## config.mk

```make
export PLATFORM = sky130hd
export DESIGN_NAME = pll_search
export DESIGN_NICKNAME = d
export VERILOG_FILES = /design/src/rtl/pll_search_pkg.sv /design/src/rtl/pll_search_div.sv /design/src/rtl/pll_search_ctl.sv /design/src/rtl/pll_search_dp.sv /design/src/rtl/pll_search.sv
export SDC_FILE = /design/constraint.sdc
export NUM_CORES = 1
export LEC_CHECK = 0
export CAP_MARGIN = 30
export CORE_UTILIZATION = 25
export DETAILED_ROUTE_END_ITERATION = 6
export PLACE_DENSITY = 0.46
export SYNTH_ARGS = -nofsm -noshare
export SYNTH_HDL_FRONTEND = slang
export SYNTH_SLANG_ARGS = --single-unit
```

## constraint.sdc

```tcl
create_clock -name clk -period 8.6 [get_ports clk]
set_input_delay 1.72 -clock clk [delete_from_list [all_inputs] [get_ports clk]]
set_output_delay 1.72 -clock clk [all_outputs]
set_load 0.03 [all_outputs]
```

## src/rtl/pll_search_pkg.sv

```systemverilog
`timescale 1ns/1ps
package pll_search_pkg;
  localparam int PIX_W   = 20;
  localparam int REF_W   = 17;
  localparam int NUM_W   = 24;
  localparam int DEN_W   = 8;
  localparam int N_W     = 4;
  localparam int M1_W    = 5;
  localparam int M2_W    = 4;
  localparam int P1_W    = 4;
  localparam int M_W     = 7;
  localparam int MULT_W  = 3;
  localparam int FIELD_W = 8;
  localparam int WORD_W  = 3 * FIELD_W;

  localparam logic [N_W-1:0]   N_LO  = N_W'(3);
  localparam logic [N_W-1:0]   N_HI  = N_W'(8);
  localparam logic [M1_W-1:0]  M1_LO = M1_W'(10);
  localparam logic [M1_W-1:0]  M1_HI = M1_W'(20);
  localparam logic [M2_W-1:0]  M2_LO = M2_W'(5);
  localparam logic [M2_W-1:0]  M2_HI = M2_W'(9);
  localparam logic [P1_W-1:0]  P1_LO = P1_W'(1);
  localparam logic [P1_W-1:0]  P1_HI = P1_W'(8);
  localparam logic [DEN_W-1:0] P2_FIX = DEN_W'(10);
  localparam logic [M_W-1:0]   M_LO  = M_W'(70);
  localparam logic [M_W-1:0]   M_HI  = M_W'(120);
  localparam logic [DEN_W-1:0] P_LO  = DEN_W'(5);
  localparam logic [DEN_W-1:0] P_HI  = DEN_W'(80);
  localparam logic [NUM_W-1:0] VCO_LO = NUM_W'(1400000);
  localparam logic [NUM_W-1:0] VCO_HI = NUM_W'(2800000);
  localparam logic [NUM_W-1:0] DOT_LO = NUM_W'(20000);
  localparam logic [NUM_W-1:0] DOT_HI = NUM_W'(400000);
  localparam logic [PIX_W-1:0] PIX_MIN = PIX_W'(25000);
  localparam logic [PIX_W-1:0] PIX_MID = PIX_W'(50000);
  localparam logic [PIX_W-1:0] PIX_TOP = PIX_W'(100000);

  // strobes from control to datapath
  typedef struct packed {
    logic load;
    logic stepP1;
    logic stepOuter;
    logic startVco;
    logic latchVco;
    logic startDot;
    logic keepBest;
    logic commit;
    logic commitExact;
  } strobe_t;

  // status from datapath to control
  typedef struct packed {
    logic pixOk;
    logic outerOk;
    logic lastP1;
    logic lastOuter;
    logic divDone;
    logic vcoOk;
    logic dotOk;
    logic dotExact;
    logic dotBetter;
  } flag_t;

  function automatic logic [WORD_W-1:0] packDiv(input logic [N_W-1:0] n,
                                                 input logic [M1_W-1:0] m1,
                                                 input logic [M2_W-1:0] m2);
    return {FIELD_W'(n) - FIELD_W'(2), FIELD_W'(m1) - FIELD_W'(2), FIELD_W'(m2) - FIELD_W'(2)};
  endfunction
endpackage

```

## src/rtl/pll_search_div.sv

```systemverilog
`timescale 1ns/1ps
module pll_search_div #(
  parameter int NUM_W = 24,
  parameter int DEN_W = 8,
  parameter int STEPS = 4
) (
  input  logic             clk,
  input  logic             rstN,
  input  logic             start,
  input  logic [NUM_W-1:0] num,
  input  logic [DEN_W-1:0] den,
  output logic             done,
  output logic [NUM_W-1:0] quo,
  output logic [DEN_W-1:0] rem
);
  localparam int ITER  = NUM_W / STEPS;
  localparam int CNT_W = $clog2(ITER + 1);
  localparam int PW    = NUM_W + DEN_W;

  logic [CNT_W-1:0] cnt;
  logic [DEN_W-1:0] denReg;
  logic [NUM_W-1:0] numReg;
  logic [NUM_W-1:0] qNext;
  logic [DEN_W-1:0] rNext;
  logic [DEN_W:0]   sh;

  // STEPS restoring stages per cycle
  always_comb begin
    qNext = quo;
    rNext = rem;
    sh    = '0;
    for (int i = 0; i < STEPS; i++) begin
      sh    = {rNext, qNext[NUM_W-1]};
      qNext = {qNext[NUM_W-2:0], 1'b0};
      if (sh >= {1'b0, denReg}) begin
        rNext    = DEN_W'(sh - {1'b0, denReg});
        qNext[0] = 1'b1;
      end else begin
        rNext = sh[DEN_W-1:0];
      end
    end
  end

  always_ff @(posedge clk) begin
    if (!rstN) begin
      cnt    <= '0;
      denReg <= DEN_W'(1);
      numReg <= '0;
      quo    <= '0;
      rem    <= '0;
      done   <= 1'b0;
    end else begin
      done <= 1'b0;
      if (start) begin
        numReg <= num;
        denReg <= den;
        quo    <= num;
        rem    <= '0;
        cnt    <= CNT_W'(ITER);
      end else if (cnt != '0) begin
        quo <= qNext;
        rem <= rNext;
        cnt <= cnt - 1'b1;
        if (cnt == CNT_W'(1)) done <= 1'b1;
      end
    end
  end

  // the quotient and remainder satisfy the division identity
  a_r3_div_identity: assert property (@(posedge clk) disable iff (!rstN)
    done |-> (PW'(quo) * PW'(denReg) + PW'(rem) == PW'(numReg)) && (rem < denReg));
  a_r3_nonzero_den: assert property (@(posedge clk) disable iff (!rstN)
    start |-> den != '0);
endmodule

```

## src/rtl/pll_search_ctl.sv

```systemverilog
`timescale 1ns/1ps
module pll_search_ctl
  import pll_search_pkg::*;
(
  input  logic    clk,
  input  logic    rstN,
  input  logic    start,
  input  flag_t   fl,
  output strobe_t st,
  output logic    busy
);
  typedef enum logic [2:0] {
    S_IDLE, S_SETUP, S_OUTER, S_VCOWAIT, S_DOT, S_DOTWAIT, S_FIN
  } state_t;

  state_t state, nxt;

  always_comb begin
    st  = '0;
    nxt = state;
    unique case (state)
      S_IDLE: if (start) begin st.load = 1'b1; nxt = S_SETUP; end
      S_SETUP: nxt = fl.pixOk ? S_OUTER : S_FIN;
      S_OUTER: begin
        if (fl.outerOk) begin st.startVco = 1'b1; nxt = S_VCOWAIT; end
        else if (fl.lastOuter) nxt = S_FIN;
        else st.stepOuter = 1'b1;
      end
      S_VCOWAIT: if (fl.divDone) begin
        if (fl.vcoOk) begin st.latchVco = 1'b1; nxt = S_DOT; end
        else if (fl.lastOuter) nxt = S_FIN;
        else begin st.stepOuter = 1'b1; nxt = S_OUTER; end
      end
      S_DOT: begin st.startDot = 1'b1; nxt = S_DOTWAIT; end
      S_DOTWAIT: if (fl.divDone) begin
        if (fl.dotOk && fl.dotExact) begin
          st.commitExact = 1'b1;
          nxt = S_IDLE;
        end else begin
          st.keepBest = fl.dotOk && fl.dotBetter;
          if (!fl.lastP1) begin st.stepP1 = 1'b1; nxt = S_DOT; end
          else if (fl.lastOuter) nxt = S_FIN;
          else begin st.stepOuter = 1'b1; nxt = S_OUTER; end
        end
      end
      S_FIN: begin st.commit = 1'b1; nxt = S_IDLE; end
      default: nxt = S_IDLE;
    endcase
  end

  always_ff @(posedge clk) begin
    if (!rstN) state <= S_IDLE;
    else       state <= nxt;
  end

  assign busy = (state != S_IDLE);

  // a start seen while busy never reloads the search
  a_r11_no_reload: assert property (@(posedge clk) disable iff (!rstN)
    busy |-> !st.load);
  // an exact hit never coincides with keeping an overshoot
  a_r6_exact_alone: assert property (@(posedge clk) disable iff (!rstN)
    st.commitExact |-> !st.keepBest && !st.stepP1 && !st.stepOuter);
endmodule

```

## src/rtl/pll_search_dp.sv

```systemverilog
`timescale 1ns/1ps
module pll_search_dp
  import pll_search_pkg::*;
#(
  parameter int STEPS = 4
) (
  input  logic              clk,
  input  logic              rstN,
  input  strobe_t           st,
  input  logic [PIX_W-1:0]  pixKhz,
  input  logic [REF_W-1:0]  refKhz,
  output flag_t             fl,
  output logic              done,
  output logic              found,
  output logic [N_W-1:0]    nOut,
  output logic [M1_W-1:0]   m1Out,
  output logic [M2_W-1:0]   m2Out,
  output logic [P1_W-1:0]   p1Out,
  output logic [MULT_W-1:0] dacMult,
  output logic [WORD_W-1:0] divWord
);
  logic [N_W-1:0]    nCnt, bestN;
  logic [M1_W-1:0]   m1Cnt, bestM1;
  logic [M2_W-1:0]   m2Cnt, bestM2;
  logic [P1_W-1:0]   p1Cnt, bestP1;
  logic [NUM_W-1:0]  targetReg, vcoReg, bestErr;
  logic [REF_W-1:0]  refReg;
  logic [MULT_W-1:0] multReg, multIn;
  logic              pixOkReg, bestValid;
  logic [M_W-1:0]    mVal;
  logic [DEN_W-1:0]  pVal;
  logic              divDone;
  logic [NUM_W-1:0]  quo;
  logic [DEN_W-1:0]  rem;
  logic [NUM_W-1:0]  divNum;
  logic [DEN_W-1:0]  divDen;

  always_comb begin
    if (pixKhz >= PIX_TOP)      multIn = MULT_W'(1);
    else if (pixKhz >= PIX_MID) multIn = MULT_W'(2);
    else if (pixKhz >= PIX_MIN) multIn = MULT_W'(4);
    else                        multIn = '0;
  end

  assign mVal   = M_W'(m1Cnt) * M_W'(5) + M_W'(m2Cnt);
  assign pVal   = DEN_W'(p1Cnt) * P2_FIX;
  assign divNum = st.startVco ? NUM_W'(refReg) * NUM_W'(mVal) : vcoReg;
  assign divDen = st.startVco ? DEN_W'(nCnt) : pVal;

  pll_search_div #(.NUM_W(NUM_W), .DEN_W(DEN_W), .STEPS(STEPS)) uDiv (
    .clk(clk), .rstN(rstN), .start(st.startVco | st.startDot),
    .num(divNum), .den(divDen), .done(divDone), .quo(quo), .rem(rem)
  );

  always_comb begin
    fl.pixOk     = pixOkReg;
    fl.outerOk   = (mVal >= M_LO) && (mVal <= M_HI) && (m1Cnt > M1_W'(m2Cnt));
    fl.lastP1    = (p1Cnt == P1_LO);
    fl.lastOuter = (nCnt == N_HI) && (m1Cnt == M1_LO) && (m2Cnt == M2_LO);
    fl.divDone   = divDone;
    fl.vcoOk     = (quo >= VCO_LO) && (quo <= VCO_HI);
    fl.dotOk     = (quo >= DOT_LO) && (quo <= DOT_HI) && (pVal >= P_LO) && (pVal <= P_HI);
    fl.dotExact  = (quo == targetReg);
    fl.dotBetter = (quo > targetReg) && (!bestValid || ((quo - targetReg) < bestErr));
  end

  // candidate counters: n up, m1 down, m2 down, p1 down (innermost)
  always_ff @(posedge clk) begin
    if (!rstN || st.load) begin
      nCnt  <= N_LO;
      m1Cnt <= M1_HI;
      m2Cnt <= M2_HI;
      p1Cnt <= P1_HI;
    end else if (st.stepP1) begin
      p1Cnt <= p1Cnt - 1'b1;
    end else if (st.stepOuter) begin
      p1Cnt <= P1_HI;
      if (m2Cnt != M2_LO) m2Cnt <= m2Cnt - 1'b1;
      else begin
        m2Cnt <= M2_HI;
        if (m1Cnt != M1_LO) m1Cnt <= m1Cnt - 1'b1;
        else begin
          m1Cnt <= M1_HI;
          nCnt  <= nCnt + 1'b1;
        end
      end
    end
  end

  always_ff @(posedge clk) begin
    if (!rstN) begin
      targetReg <= '0; refReg <= '0; multReg <= '0; pixOkReg <= 1'b0;
      vcoReg <= '0; bestValid <= 1'b0; bestErr <= '0;
      bestN <= '0; bestM1 <= '0; bestM2 <= '0; bestP1 <= '0;
      done <= 1'b0; found <= 1'b0; nOut <= '0; m1Out <= '0; m2Out <= '0;
      p1Out <= '0; dacMult <= '0; divWord <= '0;
    end else begin
      done <= st.commit | st.commitExact;
      if (st.load) begin
        targetReg <= NUM_W'(pixKhz) * NUM_W'(multIn);
        refReg    <= refKhz;
        multReg   <= multIn;
        pixOkReg  <= (multIn != '0);
        bestValid <= 1'b0;
        bestErr   <= '0;
      end
      if (st.latchVco) vcoReg <= quo;
      if (st.keepBest) begin
        bestValid <= 1'b1;
        bestErr   <= quo - targetReg;
        bestN <= nCnt; bestM1 <= m1Cnt; bestM2 <= m2Cnt; bestP1 <= p1Cnt;
      end
      if (st.commitExact) begin
        found <= 1'b1; dacMult <= multReg;
        nOut <= nCnt; m1Out <= m1Cnt; m2Out <= m2Cnt; p1Out <= p1Cnt;
        divWord <= packDiv(nCnt, m1Cnt, m2Cnt);
      end else if (st.commit) begin
        found <= bestValid; dacMult <= multReg;
        if (bestValid) begin
          nOut <= bestN; m1Out <= bestM1; m2Out <= bestM2; p1Out <= bestP1;
          divWord <= packDiv(bestN, bestM1, bestM2);
        end else begin
          nOut <= '0; m1Out <= '0; m2Out <= '0; p1Out <= '0; divWord <= '0;
        end
      end
    end
  end

  // only a dot clock above the target can be kept
  a_r7_overshoot_only: assert property (@(posedge clk) disable iff (!rstN)
    st.keepBest |-> quo > targetReg);
  // an exact commit carries a quotient equal to the target
  a_r6_exact_match: assert property (@(posedge clk) disable iff (!rstN)
    st.commitExact |-> quo == targetReg);
  // a kept candidate satisfies the feedback rules
  a_r4_legal_keep: assert property (@(posedge clk) disable iff (!rstN)
    st.keepBest |-> (mVal >= M_LO) && (mVal <= M_HI) && (m1Cnt > M1_W'(m2Cnt)));
  // counters never leave their ranges while walking
  a_r5_counter_range: assert property (@(posedge clk) disable iff (!rstN)
    (nCnt >= N_LO) && (nCnt <= N_HI) && (m1Cnt >= M1_LO) && (m1Cnt <= M1_HI) &&
    (m2Cnt >= M2_LO) && (m2Cnt <= M2_HI) && (p1Cnt >= P1_LO) && (p1Cnt <= P1_HI));
endmodule

```

## src/rtl/pll_search.sv

```systemverilog
`timescale 1ns/1ps
module pll_search
  import pll_search_pkg::*;
#(
  parameter int STEPS = 4
) (
  input  logic              clk,
  input  logic              rstN,
  input  logic              start,
  input  logic [PIX_W-1:0]  pixKhz,
  input  logic [REF_W-1:0]  refKhz,
  output logic              busy,
  output logic              done,
  output logic              found,
  output logic [N_W-1:0]    nOut,
  output logic [M1_W-1:0]   m1Out,
  output logic [M2_W-1:0]   m2Out,
  output logic [P1_W-1:0]   p1Out,
  output logic [MULT_W-1:0] dacMult,
  output logic [WORD_W-1:0] divWord
);
  strobe_t st;
  flag_t   fl;

  pll_search_ctl uCtl (
    .clk(clk), .rstN(rstN), .start(start), .fl(fl), .st(st), .busy(busy)
  );

  pll_search_dp #(.STEPS(STEPS)) uDp (
    .clk(clk), .rstN(rstN), .st(st), .pixKhz(pixKhz), .refKhz(refKhz), .fl(fl),
    .done(done), .found(found), .nOut(nOut), .m1Out(m1Out), .m2Out(m2Out),
    .p1Out(p1Out), .dacMult(dacMult), .divWord(divWord)
  );

  // single-cycle done, aligned with busy falling, results held otherwise
  a_r10_done_pulse: assert property (@(posedge clk) disable iff (!rstN)
    done |=> !done);
  a_r10_busy_fall: assert property (@(posedge clk) disable iff (!rstN)
    $fell(busy) |-> done);
  a_r10_hold: assert property (@(posedge clk) disable iff (!rstN)
    !$stable({found, nOut, m1Out, m2Out, p1Out, dacMult, divWord}) |-> done);
  // a found result always carries a nonzero multiplier
  a_r2_mult_set: assert property (@(posedge clk) disable iff (!rstN)
    (done && found) |-> dacMult != '0);
endmodule

```

After elaboration in Yosys (flattened, before gate mapping)
Index checks and enable logic that the tools add are counted.
{"block": "classes", "reduce_logical": 29, "mux": 81, "add_sub_neg": 17, "magnitude_cmp": 18, "eq_ne": 18, "bitwise_logic": 7, "mul": 4}
{"op": "24-bit 2-to-1 mux", "n": 8}
{"op": "3-bit 2-to-1 mux", "n": 17}
{"op": "4-bit 2-to-1 mux", "n": 12}
{"op": "8-bit 2-to-1 mux", "n": 5}
{"op": "9-bit by 8-bit greater-or-equal comparator with 1-bit output", "n": 4}
{"op": "8-bit subtractor", "n": 4}
{"op": "1-bit 2-to-1 mux", "n": 31}
{"op": "24-bit by 23-bit equality test with 1-bit output", "n": 1}
{"op": "24-bit by 15-bit greater-or-equal comparator with 1-bit output, second input constant", "n": 1}
{"op": "24-bit by 21-bit greater-or-equal comparator with 1-bit output, second input constant", "n": 1}
{"op": "24-bit by 23-bit > comparator with 1-bit output", "n": 1}
{"op": "24-bit by 19-bit less-or-equal comparator with 1-bit output, second input constant", "n": 1}
{"op": "24-bit by 22-bit less-or-equal comparator with 1-bit output, second input constant", "n": 1}
{"op": "24-bit < comparator", "n": 1}
{"op": "17-bit by 7-bit multiplier with 24-bit output", "n": 1}
{"op": "24-bit by 23-bit subtractor with 24-bit output", "n": 1}
{"op": "20-bit by 3-bit multiplier with 23-bit output", "n": 1}
{"op": "20-bit by 15-bit greater-or-equal comparator with 1-bit output, second input constant", "n": 1}
{"op": "20-bit by 16-bit greater-or-equal comparator with 1-bit output, second input constant", "n": 1}
{"op": "20-bit by 17-bit greater-or-equal comparator with 1-bit output, second input constant", "n": 1}
{"op": "5-bit 2-to-1 mux", "n": 4}
{"op": "4-bit by 2-bit subtractor with 5-bit output, second input constant", "n": 4}
{"op": "3-bit one-hot mux with 6 select lines", "n": 1}
{"op": "5-bit by 2-bit subtractor with 6-bit output, second input constant", "n": 2}
{"op": "39 further kinds", "n": 69}
{"block": "word_totals", "register_bits": 220, "out_inout_bits": 47}

Logic depth before layout (Yosys ltp)
Gate-level depths: netlist (run 1).
{"block": "logic_depth", "word_depth": 10, "mapped_depth": 37}

Hierarchy
From an unflattened synthesis (run 1), not the netlist that was laid out.
{"block": "unflattened", "cells_unflattened": 2290, "hier_area_um2": 19027.0}
{"module": "pll_search_dp", "cells_per_inst": 1824, "instances": 1, "seq_area_each_um2": 3243.1, "area_each_um2": 15094.5}
{"module": "pll_search_div", "cells_per_inst": 417, "instances": 1, "seq_area_each_um2": 880.8, "area_each_um2": 3594.7}
{"module": "pll_search_ctl", "cells_per_inst": 49, "instances": 1, "seq_area_each_um2": 60.1, "area_each_um2": 337.8}

Worst setup path after synthesis (run 1)
OpenSTA, ideal clock, no wires.
{"block": "synth_path", "path_type": "register to register", "start": "reg uDp.uDiv.denReg[4]", "end": "reg uDp.uDiv.quo[0]", "stages_incl_launch_ff": 37, "t_required_ns": 8.471, "t_arrival_ns": 7.402, "period_less_slack_ns": 7.531, "setup_slack_ns": 1.069, "path_cell_list": "dfxtp_1 -> inv_1 -> ha_1 -> a21o_1 -> or3_1 -> o21a_1 -> o22ai_2 -> mux2_2 -> ha_1 -> and3_2 -> o21ai_0 -> nand3_1 -> and3_1 -> or3_1 -> buf_6 -> mux2_2 -> inv_1 -> ha_1 -> nor2b_1 -> o31a_1 -> o21a_1 -> o221ai_1 -> inv_1 -> a221o_1 -> clkbuf_8 -> mux2i_1 -> ha_1 -> nor2b_1 -> o21ai_0 -> a21boi_0 -> o21ai_0 -> a21oi_1 -> o21ai_0 -> o2111ai_2 -> buf_6 -> a221oi_2 -> a21oi_1"}
{"block": "synth_via", "elab_chain_cells": 10, "elab_cells_between_ends": 13, "classes_between": "add/sub: 3; order compare: 4; mux: 6"}
{"element": "from (decl)", "line": "pll_search_div.sv:21", "text": "logic [DEN_W-1:0] denReg;"}
{"element": "from (signal assigned)", "line": "pll_search_div.sv:56", "text": "denReg <= den;"}
{"element": "8-bit subtractor or 9-bit by 8-bit greater-or-equal comparator with 1-bit output (tied branches)", "line": "pll_search_div.sv:36, pll_search_div.sv:35"}
{"element": "8-bit 2-to-1 mux", "line": "pll_search_div.sv:35", "text": "if (sh >= {1'b0, denReg}) begin"}
{"element": "8-bit subtractor or 9-bit by 8-bit greater-or-equal comparator with 1-bit output (tied branches)", "line": "pll_search_div.sv:36, pll_search_div.sv:35"}
{"element": "8-bit 2-to-1 mux", "line": "pll_search_div.sv:35"}
{"element": "8-bit subtractor or 9-bit by 8-bit greater-or-equal comparator with 1-bit output (tied branches)", "line": "pll_search_div.sv:36, pll_search_div.sv:35"}
{"element": "8-bit 2-to-1 mux", "line": "pll_search_div.sv:35"}
{"element": "9-bit by 8-bit greater-or-equal comparator with 1-bit output (*)", "line": "pll_search_div.sv:35"}
{"element": "1-bit 2-to-1 mux (*)", "line": "pll_search_div.sv:35"}
{"element": "24-bit 2-to-1 mux (*)", "line": "pll_search_div.sv:60", "text": "end else if (cnt != '0) begin"}
{"element": "24-bit 2-to-1 mux (*)", "line": "pll_search_div.sv:54", "text": "if (start) begin"}
{"element": "to (signal assigned)", "line": "pll_search_div.sv:57", "text": "quo <= num;"}
{"element": "to (signal assigned)", "line": "pll_search_div.sv:61", "text": "quo <= qNext;"}
{"element": "to (decl)", "line": "pll_search_div.sv:13", "text": "output logic [NUM_W-1:0] quo,"}
Mark *: on every way between the ends. The rest lies on a longest branch, timed or not. The select of a mux whose other input is x is not followed.
A chain may end at the register's enable or synchronous reset.

Worst setup path after layout (run 1)
{"block": "layout_path", "start": "reg uDp.uDiv.denReg[4]", "end": "reg uDp.uDiv.rem[2]"}
{"block": "layout_via", "elab_chain_cells": 8, "elab_cells_between_ends": 12, "classes_between": "add/sub: 4; order compare: 4; mux: 4"}
{"element": "8-bit subtractor or 9-bit by 8-bit greater-or-equal comparator with 1-bit output (tied branches)", "line": "pll_search_div.sv:36, pll_search_div.sv:35"}
{"element": "8-bit 2-to-1 mux", "line": "pll_search_div.sv:35"}
{"element": "8-bit subtractor or 9-bit by 8-bit greater-or-equal comparator with 1-bit output (tied branches)", "line": "pll_search_div.sv:36, pll_search_div.sv:35"}
{"element": "8-bit 2-to-1 mux", "line": "pll_search_div.sv:35"}
{"element": "9-bit by 8-bit greater-or-equal comparator with 1-bit output or 8-bit subtractor (tied branches)", "line": "pll_search_div.sv:35, pll_search_div.sv:36"}
{"element": "8-bit 2-to-1 mux", "line": "pll_search_div.sv:35"}
{"element": "8-bit subtractor or 9-bit by 8-bit greater-or-equal comparator with 1-bit output (tied branches)", "line": "pll_search_div.sv:36, pll_search_div.sv:35"}
{"element": "8-bit 2-to-1 mux (*)", "line": "pll_search_div.sv:35"}
{"element": "to (signal assigned)", "line": "pll_search_div.sv:62", "text": "rem <= rNext;"}
{"element": "to (decl)", "line": "pll_search_div.sv:14", "text": "output logic [DEN_W-1:0] rem"}
Mark *: on every way between the ends. The rest lies on a longest branch, timed or not.

==> run metrics, run 1 <==
Final GP Congestion=between 0.8 and 0.9; critical path depth=34; Fill cells=8,048; setup TNS=0 ns; DP Worst Slack=0.498 ns; die area=76,600 sq um; ys async rst share=0; Area Overhead vs Synth=14.9%; final core occ=0.291; reg2reg end=uDp.uDiv.rem[2]$_SDFFE_PP0N_; warnings from Yosys=0; Top delay family on crit path=compound AO/OA/AOI/OAI gates; setup slack, reg-to-reg=around 0.54 ns; top-area cell type share of the netlist area=0.222; first-pass GRT wire length=88,300 um; slowest stage delay, CP=0.46 ns; Cells after Synth=2,334; Synth Flop Type=dfxtp_1; initial drt markers=770; most frequent cell after synthesis=nand2_1; Post-DRT Antenna Nets=0; Setup CP Type=flip-flop to flip-flop; Via density=~4.8; gr usage total=0.141; Clock Latency Late Sink=about 0.57 ns; CP startpoint=uDp.uDiv.denReg[4]$_SDFFE_PN0N_; vias in the first global route=16.4k; syn avg cell area=8.09 sq um; R2R Path Start=uDp.uDiv.denReg[4]$_SDFFE_PN0N_; clock root buffer=clkbuf_16; commonest cells in the synthesized netlist=341 x nand2_1, 234 x inv_1, 209 x dfxtp_1; Max FO, Critical Path=8; dominant cells by area after synthesis=dfxtp_1 22%, ha_1 12%, fa_1 11%; Mapped Area=18,900 sq um; Die Wd=around 280 um; crit path to=uDp.uDiv.rem[2]$_SDFFE_PP0N_; CTS Buf Count=26; register area share after synthesis=0.222; synth unique cells=87; status=finished clean; total core area=74,600 sq um; Max Fclk=0.124 GHz; Max-slew headroom=0.328; Worst EP required=9.02 ns; FF-to-FF path depth=34; worst setup margin=0.538 ns; gr ovfl total=0; drc violations=0; Critical path buffers and inverters=6; crit path capture type=flip-flop; Final Setup Violations=0; I/O Pins=a little under 90; area leader, netlist=dfxtp_1; layout cells sized above 1=0.0575; fin area=21,700 sq um; class of the tightest hold or removal check=flip-flop to flip-flop; # diodes=0; Final Max Slew Viols=0; layout net count=2,687; Worst Skew=approximately 0.022 ns; Sink Count=209; initial antenna violation count=0; clk buf depth=3; Routed WL per cell=16.2 um; RSZ-0062 raised after global routing=false; Reg clk slew, reported paths=0.07 ns; 1st-pass router iterations=5; CTS tree=built; # port buffers=between 80 and 90; total number of H-tree levels=1; Synth Register Bits=209; Final Cycle Share=0.937; placed inst area=about 21,000 sq um; startpoint types=flip-flop; Max Cap Viol=0; Hold Fails Final Rpt=0; slowest stage cell, crit path=or3_1; final worst path period need=8.06 ns; site row count=100; Routed Wire Length=54,300 um; Worst Tran Pin Value=around 1 ns; Initial Util=0.253; post-DP HPWL=41,300 um; Via Count=16.2k; Post-synth EDFFs=0; largest net degree at the start of global routing=94; Die Ht=about 280 um; WP data arrival=between 8 and 9 ns
routing by layer:
layer / share of wire / global-route usage / vias up
met4: 0.019 / 0.0339 / 0
met3: 0.036 / 0.0185 / 57
met2: 0.48 / 0.246 / 239
li1: - / - / 8021
met1: 0.47 / 0.183 / 7884
met5: 0 / 0 / -
layout make-up:
cell class | count | area [sq um] | share of cell area
Timing Repair Buffer | 124 | 1180 | 0.0546
Clock inverter | 15 | 246 | 0.0114
Inverter | 234 | 878 | 0.0405
Tap cell | 969 | 1210 | 0.0559
Clock buffer | 33 | 707 | 0.0326
Sequential cell | 209 | 4180 | 0.193
Multi-Input combinational cell | 1768 | 13300 | 0.612
repair_timing:
action / in CTS / in global routing
setup endpoints to repair: 0 / 7
gates resized for setup: 0 / 2
setup buffers: 0 / 0
hold buffers: 0 / 0
metrics by stage:
stage,hold WS (ns),instances
after floorplan,0.423,2339
after global routing,0.484,3352
after CTS,0.466,3352
final,0.461,3352
after global placement,0.452,3301
after detailed placement,0.457,3304
flip-flops by register name, indices dropped and copies added, names as in the netlist, 5 cells and up:
register,count
uDp.bestErr,24
uDp.bestM1,5
uDp.divWord,16
uDp.m1Cnt,5
uDp.refReg,17
uDp.targetReg,23
uDp.uDiv.denReg,8
uDp.uDiv.quo,24
uDp.uDiv.rem,8
uDp.vcoReg,24
worst register-to-register path: cells and delay by family (launching register included):
family                   cells  cell delay [ns]
AO/OA/AOI/OAI               14             2.97
adder cells (fa/ha/maj)      4             1.15
buffers and inverters        6             0.73
flip-flops                   1             0.34
multiplexers                 4             1.30
AND/OR/NAND/NOR              6             1.43
placed cells by master (no fill, tap or decap), types with 55 or more instances in the layout:
| master | instances |
|---|---|
| clkdlybuf4s50_1 | 85 |
| dfxtp_1 | 209 |
| a21oi_1 | 104 |
| nand3_1 | 57 |
| inv_1 | 234 |
| fa_1 | 101 |
| ha_1 | 183 |
| nand2_1 | 340 |
| xnor2_1 | 55 |
| mux2i_1 | 59 |
| nor2_1 | 93 |
| o21ai_0 | 101 |
| nor2b_1 | 71 |
logic make-up (layout without fill, tap and decap cells):
| kind of cell | after synthesis | in the layout | synth area share |
|---|---|---|---|
| xor+xnor | 84 | 84 | 0.0390 |
| simple gates | 819 | 819 | 0.211 |
| compound gates | 497 | 497 | 0.178 |
| other cells | 2 | 7 | 0.000398 |
| fa+ha+maj | 284 | 284 | 0.228 |
| buf+inv | 362 | 406 | 0.0782 |
| flops | 209 | 209 | 0.222 |
| mux | 77 | 77 | 0.0426 |
worst min-delay path by stage:
| stage | from | endpoint | slack, ns | depth (start not counted) |
|---|---|---|---|---|
| after floorplan | uDp.uDiv.rem[7]$_SDFFE_PP0N_ | uDp.uDiv.rem[7]$_SDFFE_PP0N_ | 0.42 | 2 |
| after global placement | uDp.vcoReg[11]$_SDFFE_PN0P_ | uDp.uDiv.quo[11]$_SDFFE_PN0P_ | 0.45 | 2 |
| after detailed placement | uDp.uDiv.denReg[7]$_SDFFE_PN0N_ | uDp.uDiv.denReg[7]$_SDFFE_PN0N_ | 0.46 | 2 |
| after CTS | uDp.uDiv.denReg[7]$_SDFFE_PN0N_ | uDp.uDiv.denReg[7]$_SDFFE_PN0N_ | 0.47 | 2 |
| after global routing | uDp.uDiv.rem[7]$_SDFFE_PP0N_ | uDp.uDiv.rem[7]$_SDFFE_PP0N_ | 0.48 | 2 |
| final | uDp.uDiv.denReg[7]$_SDFFE_PN0N_ | uDp.uDiv.denReg[7]$_SDFFE_PN0N_ | 0.46 | 2 |
Power of run 1 is not shown: default switching activity piles up to over one toggle a cycle in this logic, so the estimate is an artifact.
==> run 2: changes to the inputs <==
--- a/config.mk
+++ b/config.mk
@@ -7,6 +7,7 @@
 export LEC_CHECK = 0
 export CAP_MARGIN = 30
 export CORE_UTILIZATION = 25
+export CTS_CLUSTER_DIAMETER = 60
 export DETAILED_ROUTE_END_ITERATION = 6
 export PLACE_DENSITY = 0.46
 export SYNTH_ARGS = -nofsm -noshare
==> run 2 against run 1 <==
Global-route usage is essentially flat. Critical path depth is the same. Clock-buffer cell count rose by 4. Worst hold slack got worse by 0.0013 ns. Flip-flop and latch count stayed put. Core utilization increased by 0.12 points. Clock skew is 0.0057 ns lower. Wire length is 0.15% lower. Register-to-register slack improved by 0.05 ns. Non-clock buffer count stayed put. Design area increased by 0.42%. Critical endpoint unchanged. Largest cell class unchanged.
==> run metrics, run 2 (synthesis results as in run 1) <==
initial antenna violation count=0; Reg clk slew, reported paths=roughly 0.06 ns; Final GP Congestion=0.822; crit path capture type=flip-flop; Worst EP required=9.04 ns; Via Count=~16k; HP Start=uDp.uDiv.denReg[7]$_SDFFE_PN0N_; clock root buffer=clkbuf_16; # diodes=0; vias in the first global route=around 16k; Die Wd=about 280 um; status=finished clean; total core area=74,600 sq um; Final Setup Violations=0; final worst path period need=8.01 ns; Via density=4.81; layout cells sized above 1=0.0611; die area=76,600 sq um; CTS tree=built; startpoint types=flip-flop; Final Cycle Share=0.932; I/O Pins=a little under 90; Max-slew headroom=0.332; Die Ht=about 280 um; most frequent cells in the layout=340 x nand2_1, 234 x inv_1, 209 x dfxtp_1; total number of H-tree levels=1; Worst Skew=0.0167 ns; Max FO, Critical Path=8; global route hottest layer=met2; Hold Fails Final Rpt=0; Routed Wire Length=54,200 um; first-pass GRT wire length=88,400 um; Hold-fix buffers, CTS=0; R2R Path Start=uDp.uDiv.denReg[4]$_SDFFE_PN0N_; setup TNS=0 ns; gr usage total=0.141; RSZ-0062 raised after global routing=false; Area Overhead vs Synth=15.3%; CP startpoint=uDp.uDiv.denReg[4]$_SDFFE_PN0N_; Clock Latency Late Sink=0.58 ns; met3 Track Usage GR=0.0182; Initial Util=0.253; CTS resizes=0; site row count=100; Post-DRT Antenna Nets=0; clk buf depth=3; Max Cap Viol=0; Setup CP Type=flip-flop to flip-flop; Post-CTS Setup Bufs=0; most common cell after layout, fill and taps aside=nand2_1; layout net count=2,692; Sink Count=approximately 210; GR Util met2=0.245; 1st-pass router iterations=5; gr ovfl total=0; drc violations=0; largest net degree at the start of global routing=94; Routed WL per cell=16.1 um; Final Max Slew Viols=0; slowest stage cell, crit path=or3_1; post-DP HPWL=41,300 um; met1 usage=0.184; Worst Tran Pin Value=1.00 ns; initial drt markers=772; biggest regs=uDp.bestErr (24), uDp.uDiv.quo (24), uDp.vcoReg (24); class of the tightest hold or removal check=flip-flop to flip-flop; slowest stage delay, CP=~0.45 ns; WP data arrival=8.46 ns; # port buffers=86; CTS Buf Count=31; Max Fclk=roughly 0.12 GHz
[run 2: cell types whose count changed in the layout (fill, tap and decap cells not counted)]
cell,delta
clkbuf_16,+5
clkinv_4,+3
clkinv_8,-1
clkbuf_1,-1
bufinv_16,-3
inv_6,+1
clkinvlp_4,+1
inv_8,+3
[run 2: worst max-delay path: cells and delay by family, from the launching register on]
family,cells,cell delay [ns]
fa+ha+maj,4,1.14
flops,1,0.34
compound gates,14,2.95
buf+inv,6,0.73
simple gates,6,1.42
mux,4,1.28
[run 2: final cells by class]
cell class	count	area, sq um
clock buffer	37	828
timing repair buffer	124	1180
sequential	209	4180
clock inverter	19	216
fill	8042	52800
inverter	234	878
multi-input combinational	1768	13300
tap	969	1210
[run 2: through the flow]
step | setup slack [ns] | cell area (sq um) | std cells | utilization | hold WS, ns
2_1_floorplan | 1.07 | 18900 | 2339 | - | 0.423
3_3_place_gp | 0.571 | 20700 | 3301 | 0.277 | 0.452
3_5_place_dp | 0.498 | 20700 | 3304 | 0.278 | 0.457
4_1_cts | 0.459 | 21800 | 3360 | 0.292 | 0.466
5_1_grt | 0.00644 | 21800 | 3360 | 0.292 | 0.484
6_report | 0.586 | 21800 | 3360 | 0.292 | 0.459
[run 2: worst paths after layout]
path	end	slack (ns)	cells past startpoint
worst min-delay path	uDp.uDiv.denReg[7]$_SDFFE_PN0N_	0.46	2
worst max register to register	uDp.uDiv.rem[2]$_SDFFE_PP0N_	0.59	34
worst min register to register	uDp.uDiv.denReg[7]$_SDFFE_PN0N_	0.46	2
worst max-delay path	uDp.uDiv.rem[2]$_SDFFE_PP0N_	0.59	34
[run 2: layer usage]
| metal | share of wire | wire (um) | vias up |
|---|---|---|---|
| met5 | 0 | 0 | - |
| met4 | 0.021 | 1160 | 0 |
| met3 | 0.034 | 1820 | 70 |
| met2 | 0.47 | 25700 | 252 |
| met1 | 0.47 | 25500 | 7814 |
| li1 | - | - | 8041 |
Power of run 2 is left out for the same reason.
